==> config.mk <==
export PLATFORM = sky130hd
export DESIGN_NAME = cfg_tgt
export DESIGN_NICKNAME = d
export VERILOG_FILES = /design/src/rtl/cfg_tgt_pkg.sv /design/src/rtl/cfg_tgt_decode.sv /design/src/rtl/cfg_tgt_regfile.sv /design/src/rtl/cfg_tgt.sv
export SDC_FILE = /design/constraint.sdc
export NUM_CORES = 1
export LEC_CHECK = 0
export BUFFER_PORTS_ARGS = -buffer_cell sky130_fd_sc_hd__buf_2
export CORE_MARGIN = 2
export CORE_UTILIZATION = 32
export CTS_CLUSTER_SIZE = 14
export DETAILED_ROUTE_END_ITERATION = 16
export PLACE_DENSITY_LB_ADDON = 0.12
export SETUP_SLACK_MARGIN = 0.5
export SLEW_MARGIN = 20
export SYNTH_ARGS = -nofsm -noshare
export SYNTH_HDL_FRONTEND = slang
export SYNTH_HIERARCHICAL = 1
export SYNTH_SLANG_ARGS = --single-unit
==> constraint.sdc <==
create_clock -name clk -period 2.9 [get_ports clk]
set_input_delay 0.29 -clock clk [delete_from_list [all_inputs] [get_ports clk]]
set_output_delay 0.29 -clock clk [all_outputs]
set_load 0.02 [all_outputs]
==> src/rtl/cfg_tgt_pkg.sv <==
package cfg_tgt_pkg;

    localparam int DATA_W    = 32;
    localparam int LANES     = DATA_W / 8;
    localparam int IDX_W     = 6;
    localparam int ADDR_LO_W = IDX_W + 2;

    localparam logic [3:0] CMD_CFG_READ  = 4'b1010;
    localparam logic [3:0] CMD_CFG_WRITE = 4'b1011;

    typedef enum logic [2:0] {
        ST_IDLE,
        ST_DECODE,
        ST_MEDIUM,
        ST_CLAIM,
        ST_DATA,
        ST_HOLD
    } tgt_state_e;

    typedef struct packed {
        tgt_state_e         state;
        logic               frame_prev;
        logic               devsel;
        logic               trdy;
        logic               stop;
        logic               oe;
        logic               wr;
        logic [IDX_W-1:0]   idx;
        logic [DATA_W-1:0]  rdata;
    } tgt_regs_t;

endpackage

==> src/rtl/cfg_tgt_decode.sv <==
module cfg_tgt_decode
    import cfg_tgt_pkg::*;
(
    input  logic [ADDR_LO_W-1:0] addr_lo,
    input  logic [3:0]           cmd_n,
    input  logic                 sel,
    output logic                 hit,
    output logic                 is_wr,
    output logic [IDX_W-1:0]     idx
);

    always_comb begin
        is_wr = (cmd_n == CMD_CFG_WRITE);
        hit   = sel && (addr_lo[1:0] == 2'b00)
                    && (is_wr || (cmd_n == CMD_CFG_READ));
        idx   = addr_lo[ADDR_LO_W-1:2];
    end

endmodule

==> src/rtl/cfg_tgt_regfile.sv <==
module cfg_tgt_regfile
    import cfg_tgt_pkg::*;
#(
    parameter logic [DATA_W-1:0] ID_WORD    = 32'h1A2B_3C4D,
    parameter logic [DATA_W-1:0] CLASS_WORD = 32'h0200_0001,
    parameter logic [DATA_W-1:0] CMD_WMASK  = 32'h0F3C_0147,
    parameter int                ID_IDX     = 0,
    parameter int                CMD_IDX    = 1,
    parameter int                CLASS_IDX  = 2
) (
    input  logic              clk,
    input  logic              rst_n,
    input  logic [IDX_W-1:0]  idx,
    input  logic              wr_en,
    input  logic [LANES-1:0]  wr_be,
    input  logic [DATA_W-1:0] wr_data,
    output logic [DATA_W-1:0] rd_data
);

    logic [DATA_W-1:0] cmd_d, cmd_q;
    logic              cmd_sel;

    assign cmd_sel = wr_en && (idx == IDX_W'(CMD_IDX));

    // Per-lane next value: enabled lanes take the masked write data.
    for (genvar g = 0; g < LANES; g++) begin : g_lane
        assign cmd_d[g*8 +: 8] = (cmd_sel && wr_be[g])
                                 ? (wr_data[g*8 +: 8] & CMD_WMASK[g*8 +: 8])
                                 : cmd_q[g*8 +: 8];

        // a disabled lane keeps its value across a write
        p_lane_hold_r6: assert property (@(posedge clk) disable iff (!rst_n)
            (wr_en && !wr_be[g]) |=> $stable(cmd_q[g*8 +: 8]));
    end

    always_ff @(posedge clk or negedge rst_n) begin
        if (!rst_n) cmd_q <= '0;
        else        cmd_q <= cmd_d;
    end

    always_comb begin
        case (idx)
            IDX_W'(ID_IDX):    rd_data = ID_WORD;
            IDX_W'(CMD_IDX):   rd_data = cmd_q;
            IDX_W'(CLASS_IDX): rd_data = CLASS_WORD;
            default:           rd_data = '0;
        endcase
    end

    // bits outside the writable mask never become set
    p_reserved_bits_r7: assert property (@(posedge clk) disable iff (!rst_n)
        (cmd_q & ~CMD_WMASK) == '0);

endmodule

==> src/rtl/cfg_tgt.sv <==
module cfg_tgt
    import cfg_tgt_pkg::*;
#(
    parameter logic [31:0] ID_WORD    = 32'h1A2B_3C4D,
    parameter logic [31:0] CLASS_WORD = 32'h0200_0001,
    parameter logic [31:0] CMD_WMASK  = 32'h0F3C_0147
) (
    input  logic        clk,
    input  logic        rst_n,
    input  logic [31:0] ad_i,
    input  logic [3:0]  cbe_n_i,
    input  logic        idsel_i,
    input  logic        frame_n_i,
    input  logic        irdy_n_i,
    output logic [31:0] ad_o,
    output logic        ad_oe_o,
    output logic        devsel_n_o,
    output logic        trdy_n_o,
    output logic        stop_n_o
);

    localparam tgt_regs_t REGS_RESET = '{
        state:      ST_IDLE,
        frame_prev: 1'b1,
        devsel:     1'b0,
        trdy:       1'b0,
        stop:       1'b0,
        oe:         1'b0,
        wr:         1'b0,
        idx:        '0,
        rdata:      '0
    };

    tgt_regs_t         regs_d, regs_q;
    logic              dec_hit, dec_wr;
    logic [IDX_W-1:0]  dec_idx;
    logic [DATA_W-1:0] rf_rdata;
    logic              rf_wr_en;

    cfg_tgt_decode u_decode (
        .addr_lo (ad_i[ADDR_LO_W-1:0]),
        .cmd_n   (cbe_n_i),
        .sel     (idsel_i),
        .hit     (dec_hit),
        .is_wr   (dec_wr),
        .idx     (dec_idx)
    );

    assign rf_wr_en = (regs_q.state == ST_DATA) && !irdy_n_i && regs_q.wr;

    cfg_tgt_regfile #(
        .ID_WORD    (ID_WORD),
        .CLASS_WORD (CLASS_WORD),
        .CMD_WMASK  (CMD_WMASK)
    ) u_regfile (
        .clk     (clk),
        .rst_n   (rst_n),
        .idx     (regs_q.idx),
        .wr_en   (rf_wr_en),
        .wr_be   (~cbe_n_i),
        .wr_data (ad_i),
        .rd_data (rf_rdata)
    );

    always_comb begin
        regs_d            = regs_q;
        regs_d.frame_prev = frame_n_i;
        case (regs_q.state)
            ST_IDLE: begin
                if (!frame_n_i && regs_q.frame_prev && dec_hit) begin
                    regs_d.state = ST_DECODE;
                    regs_d.idx   = dec_idx;
                    regs_d.wr    = dec_wr;
                end
            end
            ST_DECODE: regs_d.state = ST_MEDIUM;
            ST_MEDIUM: begin
                regs_d.state  = ST_CLAIM;
                regs_d.devsel = 1'b1;
            end
            ST_CLAIM: begin
                regs_d.state = ST_DATA;
                regs_d.trdy  = 1'b1;
                regs_d.oe    = !regs_q.wr;
                regs_d.rdata = rf_rdata;
                regs_d.stop  = !frame_n_i;
            end
            ST_DATA: begin
                regs_d.stop = regs_q.stop || !frame_n_i;
                if (!irdy_n_i) begin
                    regs_d.state = ST_HOLD;
                    regs_d.trdy  = 1'b0;
                    regs_d.oe    = 1'b0;
                end
            end
            ST_HOLD: begin
                if (irdy_n_i && frame_n_i) begin
                    regs_d.state  = ST_IDLE;
                    regs_d.devsel = 1'b0;
                    regs_d.stop   = 1'b0;
                end
            end
            default: regs_d = REGS_RESET;
        endcase
    end

    always_ff @(posedge clk or negedge rst_n) begin
        if (!rst_n) regs_q <= REGS_RESET;
        else        regs_q <= regs_d;
    end

    assign ad_o       = regs_q.rdata;
    assign ad_oe_o    = regs_q.oe;
    assign devsel_n_o = !regs_q.devsel;
    assign trdy_n_o   = !regs_q.trdy;
    assign stop_n_o   = !regs_q.stop;

    // a claim follows only a valid type 0 configuration address phase
    p_claim_decode_r1: assert property (@(posedge clk) disable iff (!rst_n)
        $fell(devsel_n_o) |-> ($past(idsel_i, 3) && ($past(ad_i[1:0], 3) == 2'b00)
            && (($past(cbe_n_i, 3) == CMD_CFG_READ) || ($past(cbe_n_i, 3) == CMD_CFG_WRITE))));

    // medium timing, frame was low at the address-phase edge
    p_medium_claim_r3: assert property (@(posedge clk) disable iff (!rst_n)
        $fell(devsel_n_o) |-> !$past(frame_n_i, 3));

    // TRDY# falls exactly one clock after DEVSEL#
    p_trdy_after_devsel_r4: assert property (@(posedge clk) disable iff (!rst_n)
        $fell(trdy_n_o) |-> (!$past(devsel_n_o) && $past(devsel_n_o, 2)));

    // read data phase drives the bus
    p_read_drive_r5: assert property (@(posedge clk) disable iff (!rst_n)
        (!trdy_n_o && !regs_q.wr) |-> ad_oe_o);

    // a burst sees STOP# with its first data phase
    p_burst_stop_r8: assert property (@(posedge clk) disable iff (!rst_n)
        (!trdy_n_o && !frame_n_i) |-> !stop_n_o);

    // only one data phase is completed
    p_single_phase_r8: assert property (@(posedge clk) disable iff (!rst_n)
        (!trdy_n_o && !irdy_n_i) |=> trdy_n_o);

    // release waits for the master to go idle
    p_release_r9: assert property (@(posedge clk) disable iff (!rst_n)
        $rose(devsel_n_o) |-> ($past(irdy_n_i) && $past(frame_n_i)));

    // no TRDY#/STOP# without DEVSEL#
    p_no_orphan_r9: assert property (@(posedge clk) disable iff (!rst_n)
        devsel_n_o |-> (trdy_n_o && stop_n_o));

endmodule

# After elaboration in Yosys (flattened, before gate mapping)
# Cells that the tools add are included.
[totals]
register_bits = 60
output_inout_bits = 36
[op_classes]
n_eq_ne = 12
n_mux = 15
bitwise_logic = 5
n_reduce_logical = 34
[op_table]
columns = ["op", "count"]
rows = [
  ["$pmux 29 s3", 1],
  ["$pmux 32 s2", 1],
  ["$pmux 3 s6", 1],
  ["$pmux 7 s2", 1],
  ["$logic_and 1x1->1", 12],
  ["$reduce_or 5->1", 2],
  ["$mux 3", 3],
  ["$pmux 1 s3", 3],
  ["$eq 4x4->1 const B", 2],
  ["$reduce_and 2->1", 4],
  ["$reduce_or 4->1", 2],
  ["$mux 7", 1],
  ["$eq 3x2->1 const B", 2],
  ["$eq 3x3->1 const B", 2],
  ["$eq 6x1->1 const B", 1],
  ["$eq 6x2->1 const B", 1],
  ["$logic_not 1->1", 6],
  ["$logic_not 6->1", 1],
  ["$ne 2x2->1 const B", 3],
  ["$reduce_or 6->1", 1],
  ["$not 1->1", 4],
  ["$not 4->4", 1],
  ["$pmux 1 s4", 1],
  ["$eq 3x1->1 const B", 1],
  ["6 further kinds", 9],
]

# Logic depth before layout (Yosys ltp)
# Gate-level depths: netlist (run 1).
[depth]
word_depth = 6
mapped_depth = 6
mapped_depth_nobuf = 5

# Hierarchy
# Netlist (run 1), hierarchy kept.
[modules_own_cells]
columns = ["mod", "instances", "cells_each", "area_per_inst_um2", "seq_area_each_um2"]
rows = [
  ["cfg_tgt", 1, 171, 2107.0, 1177.4],
  ["cfg_tgt_regfile", 1, 77, 858.3, 325.3],
  ["cfg_tgt_decode", 1, 10, 87.6, 0.0],
]

# Least setup slack after synthesis (run 1)
# Ideal clock, no wire load.
[synth_path]
kind = "register to register"
from = "register regs_q[46]"
to = "register u_regfile.cmd_q[18]"
arrival_ns = 2.310
required_ns = 2.775
setup_slack_ns = 0.465
stages_incl_launch_ff = 6
path_buffers = 1
period_less_slack_ns = 2.435
cell_sequence = "dfrtp_1 > buf_6 > or2b_1 > nor4b_1 > and4_4 > mux2_2"
[synth_between]
elab_chain_cells = 5
[synth_rtl]
columns = ["element", "line_no", "source"]
rows = [
  ["start: declaration", "cfg_tgt.sv:34", "tgt_regs_t regs_d, regs_q;"],
  ["start signal: assignment", "cfg_tgt.sv:109", "else regs_q <= regs_d;"],
  ["$eq 3x3->1", "cfg_tgt.sv:49", "assign rf_wr_en = (regs_q.state == ST_DATA) && !irdy_n_i && regs_q.wr;"],
  ["$logic_and 1x1->1 (2 in a row)", "cfg_tgt.sv:49", ""],
  ["via rf_wr_en", "cfg_tgt.sv:38", "logic rf_wr_en;"],
  ["$logic_and 1x1->1", "cfg_tgt_regfile.sv:23", "assign cmd_sel = wr_en && (idx == IDX_W'(CMD_IDX));"],
  ["$logic_and 1x1->1", "cfg_tgt_regfile.sv:27", "assign cmd_d[g*8 +: 8] = (cmd_sel && wr_be[g])"],
  ["end signal: assignment", "cfg_tgt_regfile.sv:38", "else cmd_q <= cmd_d;"],
  ["end: declaration", "cfg_tgt_regfile.sv:20", "logic [DATA_W-1:0] cmd_d, cmd_q;"],
]
# The timed path passes the listed nets, and every way through them passes these cells.
# A chain may end at the register's enable or synchronous reset.

# Worst setup path after layout (run 1)
[layout_path]
from = "register regs_q[46]"
to = "register u_regfile.cmd_q[19]"
# Same word-level chain as after synthesis.

==> impl_metrics.json, run 1 <==
{
  "status": "complete, no violations",
  "drc_errors": 0,
  "cts_tree": "yes",
  "port_buffers": 61,
  "initial_utilization_pct": 33.0,
  "die_h_um": 102,
  "cts_resized": 0,
  "async_flop_share_pct": 100,
  "area_growth_pct": 8.16,
  "yosysMostFrequentCell": "dfrtp_1",
  "clock_skew_ns": 0.00611,
  "dp_cells": 397,
  "synth_top_area_share_pct": 48.4,
  "critical_path.endpoint_type": "register",
  "synth_seq_cells": 60,
  "design_area_um2": 3300,
  "hold_viol": 0,
  "p_sw_share_pct": 37.0,
  "initialDrtViolationCount": 60,
  "die_area_um2": 10300,
  "path_cells": "or2b_1 > nor4b_2 > buf_4 > and4_4 > mux2_2",
  "clock_latency_ns": 0.33,
  "ys_seq_area_share_pct": 49.2,
  "yosysTopAreaCell": "dfrtp_1",
  "hold_slack_ns": 0.0172,
  "ctsRootBufferMaster": "clkbuf_8",
  "power.internal_mw": 1.90,
  "grt_pass1_vias": 2002,
  "clockBufferDepth": 2,
  "postCtsHoldBufs": 0,
  "setup_viol": 0,
  "seqPwrFrac_pct": 39.8,
  "leakagePower_nw": 1.71,
  "rsz0062_at_grt": "false",
  "dr.pass1.iters": 4,
  "post-route-period-util_pct": 70.5,
  "critPathSlowestCell": "dfrtp_1",
  "cap_violations": 0,
  "grt_pass1_wl_um": 10700,
  "power_mw": 3.01,
  "viasPerCell": 4.56,
  "synth_cell_types": 41,
  "hpwl_um": 4280,
  "drv_slew": 0,
  "ir_worst_vdd_uv": 370,
  "synthFlopType": "dfrtp_1",
  "clkSinkCount": 60,
  "pwr-share-comb_pct": 36.5,
  "rows": 35,
  "die_width_um": 102,
  "via_count": 1877,
  "cp.required_ns": 3.11,
  "wirelength_um": 6380,
  "cp_slowest_stage_delay_ns": 0.58,
  "synth_area_um2": 3050,
  "arrival_ns": 2.26,
  "core_region_area_um2": 9240,
  "place_congestion": 0.694,
  "slew_headroom_pct": 51.6,
  "post-cts-setup-buffers": 0,
  "grt_usage_pct": 13.8,
  "clkPwrFrac_pct": 23.7,
  "grt_max_degree": 34,
  "yosysWarnings": 6,
  "cts_buffers": 9,
  "avgSynthCellArea_um2": 11.8,
  "grt_overflow_total": 0,
  "antenna_found_initial": 0,
  "crit_family": "simple AND/OR/NAND/NOR gates",
  "clk_pin_slew_ns": 0.06,
  "fin_tns_setup_ns": 0,
  "synth_area_leaders": "dfrtp_1, buf_4, a22o_1",
  "ios": 77,
  "period_minus_slack_ns": 2.04,
  "synthCells": 258,
  "placed_area_um2": 3110,
  "htreeDepth": 3,
  "crit_buf_inv": 1,
  "switchingPower_mw": 1.11,
  "power_density_nw_per_um2": 913,
  "nets": 321,
  "ant_nets": 0,
  "wl_per_cell_um": 15.5,
  "synth_enable_flop_cells": 0,
  "yosys-top-cells-count": "dfrtp_1, buf_4, a22o_1",
  "tightest_slew_ns": 0.727,
  "fin_cells": 412,
  "n_antenna_cell": 0,
  "crit_path_start_kind": "register",
  "hold_class": "in -> async",
  "crit_type": "reg -> reg",
  "drive_gt1_share_pct": 42.4,
  "crit_path_max_fanout": 12,
  "fmax_ghz": 0.489
}
## logic make-up after synthesis
kind of cell	after synthesis	share of synthesized area, %
xor gates and xnor gates	1	0.287
DFF	60	49.2
buffers and inverters	85	18.6
and+or+nand+nor	36	10.5
other	1	0.123
adders and majority gates	1	0.410
AOI/OAI and AO/OA	60	15.7
muxes	14	5.16
## cells in the final DEF, fill, tap and decap left out, types with 2 or more instances in the layout
cell / Yosys / routed
buf_2: 7 / 61
dfrtp_1: 59 / 59
a22o_1: 40 / 40
inv_1: 16 / 16
mux2_2: 13 / 13
clkbuf_8: 0 / 13
a21oi_1: 11 / 11
conb_1: 1 / 11
buf_4: 58 / 8
and3_2: 6 / 6
nor2_1: 5 / 5
nand2_1: 3 / 3
o21ai_0: 3 / 3
nand2b_1: 3 / 3
nor4b_2: 1 / 2
or2_2: 2 / 2
and3b_2: 2 / 2
nand4_4: 2 / 2
## path summary, 6_finish.rpt
check,startpoint,endpoint,slack [ns],cells after the start
worst max register to register,regs_q[46],u_regfile/cmd_q[19],0.86,5
min in group clk,ad_i[26],u_regfile/cmd_q[26],0.17,2
worst max-delay path,regs_q[46],u_regfile/cmd_q[19],0.86,5
max in group asynchronous,rst_n,ad_o[10],2.17,2
worst min register to register,u_regfile/cmd_q[26],u_regfile/cmd_q[26],0.49,1
worst min-delay path,rst_n,regs_q[34],0.02,1
## registers in the layout (all words and copies together) (netlist names)
| name | count |
|---|---|
| ad_o | 32 |
| ad_oe_o | 1 |
| regs_q | 14 |
| u_regfile/cmd_q | 13 |
## stage by stage
stage          setup WS, ns  util [%]
3_3_place_gp          0.875      33.7
2_1_floorplan         0.814         -
6_report              0.856      35.7
5_1_grt               0.752      35.7
4_1_cts               0.852      35.7
3_5_place_dp          0.872      33.7
## per-layer routing
metal | share of wire (%) | track usage [%]
met5 | 0 | 0
met1 | 47 | 18.1
met3 | 5.0 | 4.55
met2 | 47 | 21.8
met4 | 0.63 | 3.74
## power groups by stage
stage          combinational [mW]  sequential (mW)  clock (mW)
2_1_floorplan                1.07             1.17           0
3_3_place_gp                 1.11             1.21           0
3_5_place_dp                 1.12             1.22           0
4_1_cts                      1.12             1.20       0.744
5_1_grt                      1.21             1.23       0.776
6_report                     1.10             1.20       0.714
## layout make-up
class | count | area, µm²
clock buffers | 14 | 183
clock inverters | 1 | 5.00
fillers | 945 | 5940
inverters | 16 | 60.1
multi-input cells | 123 | 1020
flip-flops and latches | 60 | 1500
well taps | 129 | 161
repair buffers | 69 | 365
(Power assumes the default switching activity.)
==> run 2: changes to the inputs <==
- ABC_AREA: unset -> 1
- clock period: 2.9 -> 1.86 ns (I/O delays scaled with it)
==> run 2 against run 1 <==
  * Critical endpoint is now regs_q[38]
  * Setup slack got worse by 0.42 ns
  * Combinational power increased to 2.7 times the previous value
  * Synthesized cell count increased by 56%
  * Highest routed layer unchanged
  * Critical path depth rose by 4
  * Count of clock-buffer cells in the layout fell by 5
  * Design area increased by 25%
  * Synthesized area up 6.6%
  * Sequential cell count unchanged
  * Critical path type unchanged
  * Cell count grew 43%
  * Core utilization up 6.3 points
  * Hold slack improved by 0.065 ns
  * Clock power rose by 61%
==> impl_metrics.json, run 2 <==
{
  "synth_enable_flop_cells": 0,
  "grt_pass1_vias": 2396,
  "synth_compound_area_share_pct": 10.5,
  "switchingPower_mw": 2.53,
  "period_minus_slack_ns": 1.43,
  "ir_worst_vdd_uv": 547,
  "drv_slew": 0,
  "crit_type": "reg -> reg",
  "ant_nets": 0,
  "synth_seq_cells": 60,
  "path_cells": "buf_4 > buf_6 > ha_4 > inv_2 > nand2_2 > inv_4 > nand2_4 > nand2_1 > nand2_1",
  "ctsRootBufferMaster": "clkbuf_8",
  "crit_path_start_kind": "register",
  "grt_max_degree": 33,
  "synth-simple-area-share_pct": 20.2,
  "clock_latency_ns": 0.35,
  "avgSynthCellArea_um2": 8.09,
  "grt_pass1_wl_um": 12300,
  "ys_seq_area_share_pct": 46.2,
  "port_buffers": 61,
  "hold_class": "in -> reg",
  "cap_violations": 0,
  "initialDrtViolationCount": 122,
  "synth_cell_types": 28,
  "placed_area_um2": 3410,
  "grt_usage_pct": 14.2,
  "synth_fa_ha_area_share_pct": 0.385,
  "n_antenna_cell": 0,
  "clockBufferDepth": 2,
  "antenna_found_initial": 0,
  "clkSinkCount": 60,
  "yosysMostFrequentCell": "nand2_1",
  "die_area_um2": 11000,
  "synth_top_family_by_area": "buffers and inverters",
  "synth_xor_area_share_pct": 0,
  "multi_input_area_um2": 1190,
  "r2r_end": "regs_q[38]",
  "clkPwrFrac_pct": 19.3,
  "clk_pin_slew_ns": 0.07,
  "crit_family": "flip-flops",
  "wirelength_um": 7540,
  "crit_buf_inv": 4,
  "synthCells": 402,
  "pwr-share-comb_pct": 50.3,
  "nets": 495,
  "cp.required_ns": 2.10,
  "yosysTopAreaCell": "dfrtp_1",
  "cp_slowest_stage_delay_ns": 0.42,
  "async_flop_share_pct": 100,
  "synth_top_area_share_pct": 45.4,
  "timing.rr.start": "regs_q[45]",
  "fillCellCount": 1032,
  "cts_buffers": 9,
  "final_cell_mix": "o21ai_1, buf_2, nand2_1, dfrtp_1, inv_1",
  "drive_gt1_share_pct": 36.0,
  "power_density_nw_per_um2": 1440,
  "drc_errors": 0,
  "reg2reg_depth": 9,
  "dr.pass1.iters": 5,
  "synthMuxAreaShare_pct": 0,
  "ios": 77,
  "power.internal_mw": 3.42,
  "critical_path.endpoint_type": "register",
  "status": "complete, no violations",
  "core_region_area_um2": 9820,
  "synth_area_leaders": "dfrtp_1, buf_4, o21ai_1",
  "place_congestion": 0.786,
  "synthFlopType": "dfrtp_1",
  "crit_end": "regs_q[38]",
  "setup_viol": 0,
  "yosysWarnings": 6,
  "p_sw_share_pct": 42.5,
  "worstSetupPathDepth": 9,
  "htreeDepth": 3,
  "path_common_cell": "nand2_1",
  "largest_reg_flops": 32,
  "rsz0062_at_grt": "true",
  "wl_per_cell_um": 12.8,
  "arrival_ns": 1.66,
  "rows": 36,
  "reg2reg_slack_ns": 0.43,
  "cts_tree": "yes",
  "die_h_um": 105,
  "seqPwrFrac_pct": 30.5,
  "crit_path_start": "regs_q[45]",
  "viasPerCell": 4.23,
  "fin_tns_setup_ns": 0,
  "regArea_um2": 1510,
  "critPathSlowestCell": "dfrtp_2",
  "die_width_um": 105,
  "hpwl_um": 4970,
  "yosys-top-cells-count": "nand2_1, o21ai_1, inv_1",
  "post-route-period-util_pct": 76.8,
  "synth_area_um2": 3250,
  "leakagePower_nw": 2.09,
  "initial_utilization_pct": 33.1,
  "area_growth_pct": 26.7,
  "hold_viol": 0,
  "design_area_um2": 4120,
  "fmax_ghz": 0.700,
  "grt_overflow_total": 0,
  "via_count": 2502,
  "clock_skew_ns": 0.00773,
  "crit_path_max_fanout": 8
}
run 2: worst min-delay path by stage:
stage,startpoint,end,cells past startpoint
finish,frame_n_i,regs_q[43],2
global route,frame_n_i,regs_q[43],2
CTS,frame_n_i,regs_q[43],2
detailed placement,rst_n,ad_o[13],1
global placement,rst_n,ad_o[13],1
floorplan,rst_n,ad_o[0],0
run 2: layer usage:
layer | vias to the layer above | track usage, % | share of wire [%]
met5 | - | 0 | 0
met4 | 0 | 6.00 | 1.9
met3 | 10 | 3.43 | 4.0
met2 | 56 | 19.6 | 42
met1 | 1132 | 21.1 | 52
li1 | 1304 | - | -
run 2: final cells by class:
| type | count | share of cell area (%) |
|---|---|---|
| tap | 133 | 4.04 |
| sequential | 60 | 36.5 |
| inverter | 64 | 6.04 |
| clock buffer | 9 | 3.00 |
| multi-input combinational | 219 | 28.9 |
| clock inverter | 7 | 1.64 |
| timing repair buffer | 99 | 19.9 |
run 2: stage by stage:
step | power [mW] | util, % | setup slack, ns | instances | hold slack, ns
2_1_floorplan | 3.89 | - | 0.513 | 412 | -0.110
3_3_place_gp | 4.20 | 34.7 | 0.332 | 549 | 0.115
3_5_place_dp | 4.24 | 34.7 | 0.333 | 549 | 0.109
4_1_cts | 5.62 | 39.2 | 0.407 | 580 | 0.0751
5_1_grt | 6.39 | 42.0 | 0.347 | 591 | 0.0747
6_report | 5.95 | 42.0 | 0.431 | 591 | 0.0826
run 2: timing repair:
item,4_1_cts,5_1_grt
endpoints found under the setup margin,53,46
gates resized for setup,15,41
hold buffers,1,0
gates cloned,3,2
pin swaps,8,31
hold endpoints to repair,10,0
buffers inserted,11,9
run 2: power groups by stage:
stage / Combinational (mW) / Sequential [mW] / Clock, mW
CTS: 2.62 / 1.82 / 1.18
detailed placement: 2.40 / 1.84 / 0
finish: 2.99 / 1.81 / 1.15
global route: 3.28 / 1.86 / 1.25
global placement: 2.37 / 1.83 / 0
floorplan: 2.04 / 1.85 / 0
run 2: cells by family after synthesis:
group / count (synthesis)
other: 1
buffers and inverters: 133
AOI/OAI and AO/OA: 68
adders and majority gates: 1
and+or+nand+nor: 139
DFF: 60
